$ cat src/rtl/prio_irq_ctrl.sv
module prio_irq_ctrl #(
  parameter int LW      = 4,
  parameter int IPI_LVL = (1 << LW) - 1
) (
  input  logic                 clk,
  input  logic                 rst_n,
  input  logic [(1<<LW)-1:0]   req_i,
  input  logic                 bus_sel,
  input  logic                 bus_wr,
  input  logic [1:0]           bus_addr,
  input  logic [LW-1:0]        bus_wdata,
  output logic                 irq_n,
  output logic [LW-1:0]        vec_o
);
  localparam int NREQ = 1 << LW;

  logic [NREQ-1:0] req_m, req_s, pend;
  logic [LW-1:0]   cur_lvl, win_lvl;
  logic            ipi_q, irq_lat, any_pend;

  wire lvl_wr  = bus_sel & bus_wr & (bus_addr == 2'd0);
  wire ipi_set = bus_sel & (bus_addr == 2'd1);
  wire ipi_clr = bus_sel & (bus_addr == 2'd2);

  always_ff @(posedge clk or negedge rst_n)
    if (!rst_n) begin
      req_m <= '0;
      req_s <= '0;
    end else begin
      req_m <= req_i;
      req_s <= req_m;
    end

  always_ff @(posedge clk or negedge rst_n)
    if (!rst_n)       ipi_q <= 1'b0;
    else if (ipi_set) ipi_q <= 1'b1;
    else if (ipi_clr) ipi_q <= 1'b0;

  always_comb begin
    pend = req_s;
    pend[IPI_LVL] = req_s[IPI_LVL] | ipi_q;
  end

  always_comb begin
    win_lvl = '0;
    for (int i = 0; i < NREQ; i++)
      if (pend[i]) win_lvl = LW'(i);
  end

  assign any_pend = |pend;

  always_ff @(posedge clk or negedge rst_n)
    if (!rst_n)      cur_lvl <= '1;
    else if (lvl_wr) cur_lvl <= bus_wdata;

  always_ff @(posedge clk or negedge rst_n)
    if (!rst_n) begin
      irq_lat <= 1'b0;
      vec_o   <= '0;
    end else if (lvl_wr) begin
      irq_lat <= 1'b0;
    end else if (!irq_lat && any_pend && (win_lvl > cur_lvl)) begin
      irq_lat <= 1'b1;
      vec_o   <= win_lvl;
    end

  assign irq_n = ~irq_lat;
endmodule


$ cat config.mk
export PLATFORM = sky130hd
export DESIGN_NAME = prio_irq_ctrl
export DESIGN_NICKNAME = d
export VERILOG_FILES = /design/src/rtl/prio_irq_ctrl.sv
export SDC_FILE = /design/constraint.sdc
export NUM_CORES = 1
export LEC_CHECK = 0
export ABC_AREA = 1
export BUFFER_PORTS_ARGS = -buffer_cell sky130_fd_sc_hd__buf_2
export CORE_UTILIZATION = 57
export CTS_CLUSTER_SIZE = 14
export DETAILED_ROUTE_END_ITERATION = 16
export GPL_ROUTABILITY_DRIVEN = 0
export PLACE_DENSITY_LB_ADDON = 0.12
export SYNTH_ARGS = -nofsm -noshare
export SYNTH_HDL_FRONTEND = slang
export SYNTH_SLANG_ARGS = --single-unit
$ cat constraint.sdc
create_clock -name clk -period 4.7 [get_ports clk]
set_input_delay 0.47 -clock clk [delete_from_list [all_inputs] [get_ports clk]]
set_output_delay 0.47 -clock clk [all_outputs]
set_load 0.02 [all_outputs]
==> run summary <==
LOGIC SYNTHESIS
-----------------------------------------------------------------------------------------------
Library cell occupying the most area in the post-synthesis netlist                 sky130_fd_sc_hd__dfrtp_1
Count of flip-flops with a built-in enable after synthesis                                    0
Primary flip-flop cell chosen by synthesis mapping                                 sky130_fd_sc_hd__dfrtp_1
Most instantiated cells after synthesis                                            38 x sky130_fd_sc_hd__dfrtp_1, 35 x sky130_fd_sc_hd__nand2_1, 20 x sky130_fd_sc_hd__inv_1, 6 x sky130_fd_sc_hd__nor2_1
Number of instances in the synthesized netlist                                              135
Part of the Yosys area used for sequential elements                                      0.6856
Count of different cell masters after synthesis                                              20
Net count after synthesis                                                                   165
Netlist Area Pre-Place                                                                 1540 um2
Dominant cells by area after synthesis                                             sky130_fd_sc_hd__dfrtp_1 62%, sky130_fd_sc_hd__nand2_1 8.5%, sky130_fd_sc_hd__dfstp_2 6.8%
Number of storage elements in the synthesis netlist                                          42
Mean cell area of the mapped netlist                                                  11.41 um2
Area share of the largest cell type after synthesis                                      0.6174
Count leader, synth                                                                sky130_fd_sc_hd__dfrtp_1
Fraction of synthesis flops using an asynchronous set or reset pin                        1.000
Yosys warns                                                                                   0

CELLS AND AREA
-----------------------------------------------------------------------------------------------
Area grow syn2layout                                                                     16.73%
Area taken by multi-input logic gates                                                 379.1 um2
Total number of nets in the final design                                                    201
Fraction of final layout cells with drive strength greater than 1                        0.2982
Filler Cell Count                                                                           195
Final non-filler cell total                                                                 201
Number of antenna cells inserted                                                              0
Storage cell area                                                                      1056 um2

TIMING
-----------------------------------------------------------------------------------------------
Max frequency                                                                         417.5 MHz
Max-slew headroom                                                                        0.4204
Final worst path period need                                                           2.395 ns
Setup tns final                                                                            0 ns
Final count of hold timing violations                                                         0
Max-slew violations                                                                           0
RSZ-0062 raised after global routing                                                      false
Post-route clock period utilization                                                      0.5096
Layout Skew                                                                         0.007687 ns
Slew at the pin closest to its max-slew limit                                         0.8695 ns
Final number of setup-violating endpoints                                                     0

GLOBAL ROUTING
-----------------------------------------------------------------------------------------------
Wire length of the first global-routing pass                                            3732 um
Maximum number of pins on one net before global-route repair                                 43
Total global routing overflow                                                                 0
Overall global routing resource usage                                                    0.1903
Number of antenna violations at the first check in global routing                             0
Number of global-route vias before repair                                                  1006

FLOORPLAN
-----------------------------------------------------------------------------------------------
I/O Pins                                                                                     31
Initial Util                                                                             0.6106
Horizontal die dimension                                                               53.98 um
# rows                                                                                       18
Total die area                                                                         2914 um2
Vertical extent of the die                                                             53.98 um
Area of the core region                                                                2522 um2

PWR
-----------------------------------------------------------------------------------------------
IR Drop Worst-Case VDD                                                                0.3232 mV
Leakage power figure                                                                  0.9552 nW
Power per Cell Area                                                                454.6 nW/um2

CRITICAL PATH
-----------------------------------------------------------------------------------------------
Category of the most critical setup path                                           flip-flop to flip-flop
Capture point of the critical path                                                     vec_o[0]
Critical path fanouts, max                                                                    5
Cell type of the slowest stage on the worst timing path                            sky130_fd_sc_hd__dfrtp_1
Path depth of the worst reg2reg path                                                         25
CP endpoint kind                                                                      flip-flop
Library cell appearing most often on the critical path                             sky130_fd_sc_hd__nand2_1
Startpoint kind of the worst setup timing path                                        flip-flop
Startpoint of the most critical setup path                                             req_s[2]
R2R Path End                                                                           vec_o[0]
Slowest Stage Delay on Critical Path                                                    0.39 ns
Arr. time, crit path                                                                    2.63 ns
Worst R2R Start                                                                        req_s[2]
Reg2Reg Setup Slack                                                                     2.31 ns
Data required time at the worst endpoint                                                4.94 ns

RUN
-----------------------------------------------------------------------------------------------
Max cap viols                                                                                 0

CTS
-----------------------------------------------------------------------------------------------
CTS-repair resized insts                                                                      0
Deepest level of the CTS H-tree                                                               2
Post-CTS setup buffer count                                                                   0
Clock insertion delay at the later pin of the skew report                               0.33 ns
Root buffer selected by CTS                                                        sky130_fd_sc_hd__clkbuf_4
Hold Buf Count CTS                                                                            0
Clock tree from TritonCTS                                                                   yes
CTS Sinks                                                                                    42
Maximum buffer depth of the clock tree                                                        2
Clock input transition at the sequential cells of the worst setup and hold paths        0.11 ns
Inserted Clock Buffers                                                                        5

PLACEMENT
-----------------------------------------------------------------------------------------------
Number of placed instances, taps included                                                   194
Detailed placer's ending HPWL                                                           1747 um
Count of input and output buffers                                                            30

DETAILED ROUTING
-----------------------------------------------------------------------------------------------
Vias post-DR                                                                               1008
Post-DRT Antenna Nets                                                                         0
Vias per cell                                                                             5.015
Initial drt markers                                                                          10
Routed wirelength normalized by instance count                                         11.88 um
Detailed-route DRC error count                                                                0
First-pass DRT Iterations                                                                     3
Wire length after detailed routing                                                      2387 um

RUN STATUS
-----------------------------------------------------------------------------------------------
Result of the run                                                                  complete, no violations

HOLD PATH
-----------------------------------------------------------------------------------------------
Class of the tightest hold or removal check                                        input port to flip-flop
Origin of the worst min-delay path                                                    req_i[10]

## worst min-delay path by stage
stage                      to  depth (start not counted)
floorplan               ipi_q                          0
global placement    req_s[15]                          0
detailed placement   req_s[2]                          0
CTS                 req_m[11]                          1
global route        req_m[10]                          1
finish              req_m[10]                          1
## flip-flops by register name, indices dropped and copies added, names as in the netlist
name     count
req_s       16
req_m       16
cur_lvl      4
vec_o        4
irq_lat      1
ipi_q        1
## power by group
| part | internal (W) | leakage [nW] | total (W) | switching (W) |
|---|---|---|---|---|
| registers | 0.000411 | 0.484 | 0.000435 | 0.0000241 |
| clock network | 0.000124 | 0.0443 | 0.000226 | 0.000102 |
| logic | 0.0000585 | 0.427 | 0.000156 | 0.0000978 |
| total | 0.000593 | 0.955 | 0.000817 | 0.000224 |
## cell families after synthesis
| family | count (synthesis) | synth area share |
|---|---|---|
| AOI/OAI and AO/OA | 10 | 0.03736 |
| adders and majority gates | 4 | 0.03250 |
| buffers and inverters | 26 | 0.06824 |
| DFF | 42 | 0.6856 |
| muxes | 1 | 0.007311 |
| and+or+nand+nor | 52 | 0.1690 |
## metrics by stage
stage	total power [W]	area, um2	util	hold WS (ns)	worst slack [ns]
3_3_place_gp	0.0005878	1717	0.6806	0.3316	2.478
4_1_cts	0.0008249	1798	0.7128	0.2207	2.293
2_1_floorplan	0.0005396	1540	-	0.1744	2.621
6_report	0.0008174	1798	0.7128	0.2345	2.305
3_5_place_dp	0.0005997	1717	0.6806	0.3347	2.367
5_1_grt	0.0008639	1798	0.7128	0.2179	2.038
## final cells by class
cell class                      instances  share of cell area
Sequential cell                        42              0.5873
Clock buffer                            6             0.02853
Tap cell                               30             0.02088
Timing Repair Buffer                   30             0.08351
Multi-Input combinational cell         67              0.2109
Clock inverter                          1             0.01670
Inverter                               25             0.05219
## routing by layer
| layer | track usage | part of all wire |
|---|---|---|
| met1 | 0.1707 | 0.38 |
| met4 | 0.1282 | 0.016 |
| met5 | 0 | 0 |
| met3 | 0.05650 | 0.046 |
| met2 | 0.3580 | 0.56 |
## placed cells by master, fill, tap and decap left out, drive strengths merged
| master | count |
|---|---|
| dfrtp | 38 |
| nand2 | 35 |
| buf | 30 |
| inv | 25 |
| nor2 | 6 |
| nand3 | 6 |
| clkbuf | 6 |
| o21ai | 6 |
| ha | 4 |
| dfstp | 4 |
| nor4 | 2 |
| o31ai | 2 |
| a211oi | 1 |
| nand4 | 1 |
| and3 | 1 |
| a21oi | 1 |
| nor3 | 1 |
| mux2 | 1 |
| bufinv | 1 |
## critical path, delay by kind of cell, from the launching register on
kind | cells | cell delay, ns
adders and majority gates | 1 | 0.18
DFF | 1 | 0.39
and+or+nand+nor | 20 | 1.42
buffers and inverters | 3 | 0.22
AOI/OAI and AO/OA | 1 | 0.06
Note: power is estimated with default switching activity, not from simulation.
